--- config.mk ---
export PLATFORM = sky130hd
export DESIGN_NAME = tent_logic_gate
export DESIGN_NICKNAME = d
export VERILOG_FILES = /design/src/rtl/tgate_pkg.sv /design/src/rtl/tg_param_sel.sv /design/src/rtl/tg_wrap_accum.sv /design/src/rtl/tg_tent_map.sv /design/src/rtl/tg_clamp.sv /design/src/rtl/tent_logic_gate.sv
export SDC_FILE = /design/constraint.sdc
export NUM_CORES = 1
export LEC_CHECK = 0
export ABC_CLOCK_PERIOD_IN_PS = 4800
export BUFFER_PORTS_ARGS = -buffer_cell sky130_fd_sc_hd__buf_4
export CAP_MARGIN = 25
export CORE_ASPECT_RATIO = 0.7
export CORE_MARGIN = 2
export CORE_UTILIZATION = 30
export DETAILED_ROUTE_END_ITERATION = 6
export PLACE_DENSITY = 0.58
export SLEW_MARGIN = 20
export SYNTH_ARGS = -nofsm -noshare
export SYNTH_HDL_FRONTEND = slang
export SYNTH_SLANG_ARGS = --single-unit
--- constraint.sdc ---
create_clock -name clk -period 4.8 [get_ports clk]
set_clock_uncertainty 0.1 [all_clocks]
set_input_delay 0.24 -clock clk [delete_from_list [all_inputs] [get_ports clk]]
set_output_delay 0.24 -clock clk [all_outputs]
set_load 0.05 [all_outputs]
--- src/rtl/tgate_pkg.sv ---
package tgate_pkg;

    localparam int FRAC_W = 3;
    localparam int SEL_W  = 3;
    localparam int N_IN   = 2;

    typedef logic [FRAC_W-1:0] frac_t;
    typedef logic [FRAC_W:0]   mapv_t;

    localparam frac_t LVL_ONE = frac_t'(1 << (FRAC_W - 2));

    typedef enum logic [SEL_W-1:0] {
        G_AND  = 3'd0,
        G_OR   = 3'd1,
        G_XOR  = 3'd2,
        G_NAND = 3'd3,
        G_NOR  = 3'd4,
        G_XNOR = 3'd5,
        G_RSV6 = 3'd6,
        G_RSV7 = 3'd7
    } gate_sel_e;

    typedef enum logic {
        SLOPE_TWO = 1'b0,
        SLOPE_ONE = 1'b1
    } slope_e;

    typedef struct packed {
        logic  valid;
        frac_t x0;
        frac_t xc;
    } gate_param_t;

    function automatic frac_t eighths(int n);
        return frac_t'(n << (FRAC_W - 3));
    endfunction

    function automatic gate_param_t mk(int x0_8, int xc_8);
        gate_param_t p;
        p.valid = 1'b1;
        p.x0    = eighths(x0_8);
        p.xc    = eighths(xc_8);
        return p;
    endfunction

    function automatic gate_param_t lookup(gate_sel_e s, slope_e m);
        gate_param_t p;
        p = '0;
        if (m == SLOPE_TWO) begin
            case (s)
                G_AND:   p = mk(0, 6);
                G_OR:    p = mk(1, 4);
                G_XOR:   p = mk(2, 6);
                G_NAND:  p = mk(3, 4);
                G_NOR:   p = mk(4, 6);
                G_XNOR:  p = mk(6, 2);
                default: p = '0;
            endcase
        end else begin
            case (s)
                G_AND:   p = mk(0, 2);
                G_OR:    p = mk(1, 1);
                G_XOR:   p = mk(2, 2);
                G_NAND:  p = mk(3, 1);
                G_NOR:   p = mk(4, 2);
                default: p = '0;
            endcase
        end
        return p;
    endfunction

endpackage

--- src/rtl/tg_param_sel.sv ---
module tg_param_sel
    import tgate_pkg::*;
(
    input  gate_sel_e   sel,
    input  slope_e      slope,
    output gate_param_t prm
);

    always_comb begin
        prm = lookup(sel, slope);
    end

endmodule

--- src/rtl/tg_wrap_accum.sv ---
module tg_wrap_accum
    import tgate_pkg::*;
#(
    parameter int NI = N_IN
) (
    input  frac_t                    x0,
    input  logic [NI-1:0][FRAC_W-1:0] lvl,
    output frac_t                    acc
);

    always_comb begin
        acc = x0;
        for (int i = 0; i < NI; i++) begin
            acc = acc + lvl[i];
        end
    end

endmodule

--- src/rtl/tg_tent_map.sv ---
module tg_tent_map
    import tgate_pkg::*;
(
    input  frac_t  x,
    input  slope_e slope,
    output mapv_t  y
);

    localparam mapv_t UNIT = mapv_t'(1 << FRAC_W);

    mapv_t xe;
    mapv_t mirror;
    mapv_t low;

    always_comb begin
        xe     = {1'b0, x};
        mirror = UNIT - xe;
        low    = (xe < mirror) ? xe : mirror;
        y      = (slope == SLOPE_TWO) ? mapv_t'(low << 1) : low;
    end

endmodule

--- src/rtl/tg_clamp.sv ---
module tg_clamp
    import tgate_pkg::*;
(
    input  mapv_t v,
    input  frac_t xc,
    input  logic  en,
    output frac_t y
);

    mapv_t xce;
    mapv_t diff;

    always_comb begin
        xce  = {1'b0, xc};
        diff = v - xce;
        if (en && (v > xce)) begin
            y = diff[FRAC_W] ? '1 : diff[FRAC_W-1:0];
        end else begin
            y = '0;
        end
    end

endmodule

--- src/rtl/tent_logic_gate.sv ---
module tent_logic_gate
    import tgate_pkg::*;
(
    input  logic       clk,
    input  logic       rst,
    input  logic [2:0] a_lvl,
    input  logic [2:0] b_lvl,
    input  logic [2:0] gate_sel,
    input  logic       slope_one,
    output logic [2:0] y_lvl,
    output logic       y_bit
);

    gate_sel_e                    sel_e;
    slope_e                       slope_e_s;
    gate_param_t                  prm;
    logic [N_IN-1:0][FRAC_W-1:0]  ins;
    frac_t                        acc;
    mapv_t                        mapped;
    frac_t                        nxt;

    assign sel_e     = gate_sel_e'(gate_sel);
    assign slope_e_s = slope_e'(slope_one);
    assign ins[0]    = a_lvl;
    assign ins[1]    = b_lvl;

    tg_param_sel u_prm (
        .sel   (sel_e),
        .slope (slope_e_s),
        .prm   (prm)
    );

    tg_wrap_accum #(.NI(N_IN)) u_acc (
        .x0  (prm.x0),
        .lvl (ins),
        .acc (acc)
    );

    tg_tent_map u_map (
        .x     (acc),
        .slope (slope_e_s),
        .y     (mapped)
    );

    tg_clamp u_clamp (
        .v  (mapped),
        .xc (prm.xc),
        .en (prm.valid),
        .y  (nxt)
    );

    always_ff @(posedge clk) begin
        if (rst) begin
            y_lvl <= '0;
            y_bit <= 1'b0;
        end else begin
            y_lvl <= nxt;
            y_bit <= |nxt;
        end
    end

endmodule


; Word-level counts from Yosys, hierarchy flattened
; Index checks and enable logic that the tools add are counted.
[word_totals]
reg_bits = 4
word_cells = 23
[classes]
n_lt_le_gt_ge = 2
n_reduce_logical = 3
eq_ne = 5
mux = 7
add_sub_neg = 4
[ops]
columns = op, count
row1 = $pmux 7 s6, 1
row2 = $pmux 7 s5, 1
row3 = $mux 4, 2
row4 = $mux 7, 1
row5 = $add 3x3->3, 2
row6 = $eq 3x2->1 const B, 2
row7 = $eq 3x3->1 const B, 2
row8 = $mux 3, 2
row9 = $gt 4x3->1, 1
row10 = $lt 3x4->1, 1
row11 = $sub 4x3->4, 1
row12 = $sub 4x3->4 const A, 1
row13 = $eq 3x1->1 const B, 1
row14 = $logic_not 3->1, 1
row15 = $reduce_or 3->1, 1
row16 = $logic_and 1x1->1, 1

; Depth between registers and ports, before layout
; Gate-level depths: netlist of run 1.
[logic_depth]
word_depth = 13
mapped_depth = 17
depth_no_buf = 16

; Cells and area by module
; Synthesis of run 1 repeated with hierarchy kept, for this count alone.
[unflattened]
hier_cells = 75
area_unflattened_um2 = 673.1
[by_module_without_submodules]
columns = mod, area_each_um2, n_inst, cells_each, seq_area_each_um2
row1 = tg_tent_map, 211.5, 1, 25, 0.0
row2 = tg_clamp, 160.2, 1, 19, 0.0
row3 = tg_wrap_accum, 111.4, 1, 11, 0.0
row4 = tent_logic_gate, 110.1, 1, 9, 80.1
row5 = tg_param_sel, 80.1, 1, 11, 0.0

; Worst setup path after synthesis of run 1
; No wires, ideal clock.
[synth_path]
path_type = input port to flip-flop
start = input slope_one
end = register y_bit
path_buffers = 1
t_required_ns = 4.623
t_arrival_ns = 3.636
path_stages = 17
slack_ns = 0.988
cell_sequence = buf_2 -> inv_1 -> nand2_1 -> o22ai_1 -> fa_1 -> ha_1 -> xnor2_1 -> xnor2_2 -> xnor2_2 -> mux2i_1 -> mux2_2 -> fa_1 -> nor2b_1 -> o21ai_0 -> a221o_2 -> a31o_1 -> a41oi_2
[synth_via]
elab_chain_cells = 11
[synth_lines]
columns = element, line
row1 = from (decl), tent_logic_gate.sv:9  ; input logic slope_one,
row2 = $mux 7, tgate_pkg.sv:49  ; if (m == SLOPE_TWO) begin
row3 = $add 3x3->3 (2 in series), tg_wrap_accum.sv:14  ; acc = acc + lvl[i];
row4 = $sub 4x3->4, tg_tent_map.sv:17  ; mirror = UNIT - xe;
row5 = $lt 3x4->1, tg_tent_map.sv:18  ; low = (xe < mirror) ? xe : mirror;
row6 = $mux 4, tg_tent_map.sv:18
row7 = $mux 4, tg_tent_map.sv:19  ; y = (slope == SLOPE_TWO) ? mapv_t'(low << 1) : low;
row8 = $sub 4x3->4 or $gt 4x3->1 (tied branches), "tg_clamp.sv:15, tg_clamp.sv:16"
row9 = $mux 3 or $logic_and 1x1->1 (tied branches), "tg_clamp.sv:17, tg_clamp.sv:16"
row10 = $mux 3 *, tg_clamp.sv:16  ; if (en && (v > xce)) begin
row11 = $reduce_or 3->1 *, tent_logic_gate.sv:58  ; y_bit <= |nxt;
row12 = to (signal assigned), tent_logic_gate.sv:58
row13 = to (decl), tent_logic_gate.sv:11  ; output logic y_bit
; Every way passes the cells marked *; elsewhere a longest branch is shown, timed or not.
; A chain may end at the register's enable or synchronous reset.

; Worst setup path after layout of run 1
; Same ends and word-level chain as after synthesis.

==> flow_metrics.tcl, run 1 <==
set metrics [dict create \
    finalNetCount 101 \
    synth-seq-cells 4 \
    cts_buffer_depth 2 \
    setup_viol 0 \
    ys_seq_area_share_pct 14.19 \
    drc 0 \
    p_sw_share_pct 44.07 \
    cts_tree "yes" \
    syn_to_final_growth_pct 27.05 \
    synth_area_leaders "dfxtp_1 14%, ha_1 11%, fa_1 11%" \
    synth_warnings 0 \
    via_count 457 \
    place.gp.congestion 0.7215 \
    yosysTopAreaCellShare_pct 14.19 \
    min_from "rst" \
    antenna_cells 0 \
    critPathRequiredTime_ns 4.86 \
    synth_flop_cell "dfxtp_1" \
    seq_power_share_pct 16.1 \
    clk_pin_slew_ns 0.03 \
    drtAntennaViolNets 0 \
    hold_end "y_bit$_SDFF_PP0_" \
    htreeDepth 1 \
    power_switching_w 0.0001190 \
    ios 16 \
    p_clk_share_pct 15.2 \
    synth_commonest_cells "8 x inv_1, 8 x nand2_1, 5 x ha_1" \
    wl_per_cell_um 9.436 \
    fin_crit_sh_pct 80.26 \
    die_w_um 55.84 \
    die_h_um 40.29 \
    async_flop_share_pct 0 \
    finalHoldViolations 0 \
    numCtsBuffers 3 \
    dieArea_mm2 0.002249 \
    firstDrtPassIters 3 \
    yosysTopAreaCell "dfxtp_1" \
    drv_cap 0 \
    grt_use_total_pct 9.950 \
    synthCells 63 \
    rsz0062_at_grt "false" \
    cp.arrival_ns 3.91 \
    setup-tns-final_ns 0 \
    hp-class "input pin to flop" \
    viasPerCell 4.525 \
    relSlewSlack_pct 75.34 \
    overflow 0 \
    crit_fanout 8 \
    avgSynthCellArea_um2 8.957 \
    drive_gt1_share_pct 35.44 \
    placeableCoreArea_mm2 0.001822 \
    drt_wl_total_um 953 \
    antenna_found_initial 0 \
    combPwrFrac_pct 68.6 \
    cts.sinks 4 \
    worst_pin_slew_ns 0.3699 \
    slew_violations 0 \
    ctsHoldBuffers 0 \
    p_per_area_mw_per_mm2 376.7 \
    fmax_ghz 0.2596 \
    status "completed" \
    rows 13 \
    leakage_nw 0.3545 \
    cts_setup_buffers 0 \
    startpoint_type "input pin" \
    grt_pass1_wl_um 1690 \
    ys_types 29 \
    crit_type "input pin to flop" \
    initial_utilization_pct 30.98 \
    io_buffers 15 \
    grt_pass1_vias 397 \
    cts_resized 0 \
    ir_worst_vdd_mv 0.1407 \
    min_path_cells 4 \
    period_minus_slack_ns 3.852 \
    syn_area_um2 564.3 \
    whs_ns 0.3599 \
    drtIter0Drc 5 \
    synth-edff-count 0 \
    dpl.hpwl_um 853.1 \
    cts-root-buf "clkbuf_4" \
    grt_max_degree 10 \
    synthesis.nets 83 \
    internal_power_w 0.0001511 \
    cp-end-kind "flop" \
]
[registers in the layout, indices dropped and copies added (netlist names)]
register / count
y_bit: 1
y_lvl: 3
[metal layers]
layer / track usage, % / share of wire, % / vias to the layer above
met4: 0 / 0 / 0
met3: 3.871 / 2.9 / 0
li1: - / - / 244
met1: 12.43 / 53 / 205
met2: 17.86 / 44 / 8
met5: 0 / 0 / -
[worst max-delay path, stage by stage]
cell and delay, ns:
buf_4 0.14, inv_1 0.09, nand2_1 0.07, o22ai_1 0.17
fa_1 0.45, ha_1 0.22, xnor2_1 0.25, xnor2_2 0.15
xnor2_2 0.25, mux2i_1 0.14, mux2_2 0.30, fa_1 0.46
nor2b_1 0.12, o21ai_0 0.11, a221o_2 0.35, a31o_1 0.24
a41oi_2 0.15
[worst max-delay path by stage]
| stage | to | slack [ns] | from |
|---|---|---|---|
| after floorplan | y_bit$_SDFF_PP0_ | 0.99 | slope_one |
| after CTS | y_bit$_SDFF_PP0_ | 0.93 | slope_one |
| final | y_bit$_SDFF_PP0_ | 0.95 | slope_one |
| after global placement | y_bit$_SDFF_PP0_ | 0.74 | slope_one |
| after global routing | y_bit$_SDFF_PP0_ | 0.70 | slope_one |
| after detailed placement | y_bit$_SDFF_PP0_ | 0.71 | slope_one |
[metrics by stage]
| step | cells | power, W | util [%] | worst slack, ns | instance area [um^2] |
|---|---|---|---|---|---|
| after floorplan | 63 | 0.0001914 | - | 0.9876 | 564.3 |
| after global placement | 98 | 0.0002299 | 38.12 | 0.7387 | 694.4 |
| after detailed placement | 98 | 0.0002303 | 38.12 | 0.7083 | 694.4 |
| after CTS | 101 | 0.0002745 | 39.35 | 0.9321 | 716.9 |
| after global routing | 101 | 0.0002971 | 39.35 | 0.6994 | 716.9 |
| final | 101 | 0.0002701 | 39.35 | 0.9477 | 716.9 |
[power groups by stage]
stage	Sequential (W)	Combinational [W]	Clock (W)
finish	0.0000436	0.000185	0.0000411
global route	0.0000446	0.000205	0.0000474
CTS	0.0000436	0.000187	0.0000440
detailed placement	0.0000441	0.000186	0
global placement	0.0000440	0.000186	0
floorplan	0.0000738	0.000118	0
[final cells by class]
| class | count | area [um^2] |
|---|---|---|
| Fill cell | 195 | 1105 |
| Timing Repair Buffer | 15 | 112.6 |
| Inverter | 8 | 30.03 |
| Tap cell | 22 | 27.53 |
| Sequential cell | 4 | 80.08 |
| Multi-Input combinational cell | 49 | 444.2 |
| Clock buffer | 3 | 22.52 |
[cell usage in the layout (no fill, tap or decap), types with 3 or more instances in the layout]
master	count
a21oi_1	4
buf_4	15
clkbuf_4	3
dfxtp_1	4
fa_1	3
ha_1	5
inv_1	8
nand2_1	8
[cell families after synthesis]
| group | synth area share (%) |
|---|---|
| simple gates | 16.85 |
| buf+inv | 7.096 |
| compound gates | 16.63 |
| xor+xnor | 15.30 |
| flops | 14.19 |
| fa+ha+maj | 21.73 |
| mux | 8.203 |
(Power assumes the default switching activity.)
==> run 2, diff against run 1 <==
--- a/config.mk
+++ b/config.mk
@@ -5,7 +5,7 @@
 export SDC_FILE = /design/constraint.sdc
 export NUM_CORES = 1
 export LEC_CHECK = 0
-export ABC_CLOCK_PERIOD_IN_PS = 4800
+export ABC_CLOCK_PERIOD_IN_PS = 3890
 export BUFFER_PORTS_ARGS = -buffer_cell sky130_fd_sc_hd__buf_4
 export CAP_MARGIN = 25
 export CORE_ASPECT_RATIO = 0.7
==> constraint.sdc (replaced) <==
create_clock -name clk -period 3.89 [get_ports clk]
set_clock_uncertainty 0.1 [all_clocks]
set_input_delay 0.1945 -clock clk [delete_from_list [all_inputs] [get_ports clk]]
set_output_delay 0.1945 -clock clk [all_outputs]
set_load 0.05 [all_outputs]
==> run 2 against run 1 <==
Against the previous run: clock power up 21%; sequential power up 24%; design area up 9.4%; largest power group unchanged; sequential cell count unchanged; core utilization up 3.7 points; clock-buffer cell count unchanged; critical path depth unchanged; combinational power up 43%; setup slack worse by 0.73 ns.
==> flow_metrics.tcl, run 2 (synthesis gave the netlist of run 1 again) <==
set metrics [dict create \
    critPathRequiredTime_ns 3.94 \
    total_power_w 0.0003673 \
    cts_buffer_depth 2 \
    startpoint_type "input pin" \
    cts-root-buf "clkbuf_4" \
    crit_type "input pin to flop" \
    antenna_cells 0 \
    grt_pass1_wl_um 1952 \
    cts_tree "yes" \
    placeableCoreArea_mm2 0.001822 \
    crit_chain "buf_4 -> inv_1 -> nand2_1 -> o22ai_1 -> fa_1 -> ha_1 -> xnor2_2 -> xnor2_2 -> xnor2_2 -> mux2i_1 -> mux2_2 -> fa_1 -> nor2b_1 -> o21ai_0 -> a221o_2 -> a31o_1 -> a41oi_2" \
    cpMostUsedCell "xnor2_2" \
    via_count 484 \
    crit_fanout 4 \
    viasPerCell 4.440 \
    setup_viol 0 \
    wl_per_cell_um 9.550 \
    die_w_um 55.84 \
    period_minus_slack_ns 3.669 \
    rsz0062_at_grt "false" \
    dpl_cell_area_um2 754.5 \
    cp.arrival_ns 3.72 \
    worst_pin_slew_ns 0.2853 \
    hp-class "input pin to flop" \
    finalNetCount 109 \
    drv_cap 0 \
    drive_gt1_share_pct 42.53 \
    overflow 0 \
    status "completed" \
    drt_wl_total_um 1041 \
    numCtsBuffers 3 \
    fmax_ghz 0.2725 \
    cts_resized 0 \
    cts_setup_buffers 0 \
    cp-end-kind "flop" \
    p_per_area_mw_per_mm2 468.2 \
    dieArea_mm2 0.002249 \
    reg.largest.list "y_lvl x3, y_bit x1" \
    grt_max_degree 8 \
    slowest_delay_ns 0.45 \
    drtIter0Drc 10 \
    final_cell_mix "23 x buf_4, 8 x inv_1, 8 x nand2_1" \
    place.gp.congestion 0.7429 \
    ctsHoldBuffers 0 \
    drtAntennaViolNets 0 \
    stdcell_area_um2 784.5 \
    htreeDepth 1 \
    grt_use_total_pct 11.06 \
    ios 16 \
    cts.sinks 4 \
    whs_ns 0.3137 \
    fin_ws_ns 0.2207 \
    clk_pin_slew_ns 0.04 \
    mostFrequentLayoutCell "buf_4" \
    slowest_stage "fa_1" \
    die_h_um 40.29 \
    place_ws_ns -0.06705 \
    dpl.hpwl_um 927 \
    fin_crit_sh_pct 94.33 \
    regMostFlops "y_lvl" \
    grt_pass1_vias 445 \
    leakage_nw 0.3977 \
    firstDrtPassIters 4 \
    initial_utilization_pct 30.98 \
    finalHoldViolations 0 \
    syn_to_final_growth_pct 39.02 \
    rows 13 \
    antenna_found_initial 0 \
    ir_worst_vdd_mv 0.1981 \
    io_buffers 15 \
    relSlewSlack_pct 80.78 \
    slew_violations 0 \
    largest_reg_flops 3 \
    drc 0 \
]
[run 2: area by class of cell]
| cell class | instances | area [um^2] |
|---|---|---|
| fillers | 188 | 1037 |
| multi-input cells | 49 | 451.7 |
| repair buffers | 23 | 172.7 |
| flip-flops and latches | 4 | 80.08 |
| inverters | 8 | 30.03 |
| well taps | 22 | 27.53 |
| clock buffers | 3 | 22.52 |
[run 2: metal layers]
metal  GRT usage, %  wire length (um)  vias up
li1               -                 -      260
met1          15.56               540      217
met2          18.15               460        7
met3          3.226                40        0
met4              0                 0        0
met5              0                 0        -
[run 2: stage by stage]
step,util (%),std cells,TNS [ns]
after floorplan,-,63,0
after detailed placement,41.41,106,-0.1528
after CTS,42.65,109,0
final,43.06,109,0
after global placement,41.41,106,-0.06784
after global routing,43.06,109,0
[run 2: worst paths after layout]
check  startpoint                  end  slack [ns]  cells after the start
min           rst  y_lvl[0]$_SDFF_PP0_        0.31                      4
max     slope_one     y_bit$_SDFF_PP0_        0.22                     17
[run 2: where the power goes]
part / switching, W / internal [W]
clock network: 0.0000152 / 0.0000344
registers: 0.00000231 / 0.0000516
logic: 0.000136 / 0.000128
[run 2: critical path: cells and delay by family]
kind / cells / cell delay, ns
and+or+nand+nor: 2 / 0.18
buffers and inverters: 2 / 0.17
adders and majority gates: 3 / 1.13
xor gates and xnor gates: 3 / 0.56
muxes: 2 / 0.44
AOI/OAI and AO/OA: 5 / 1.02
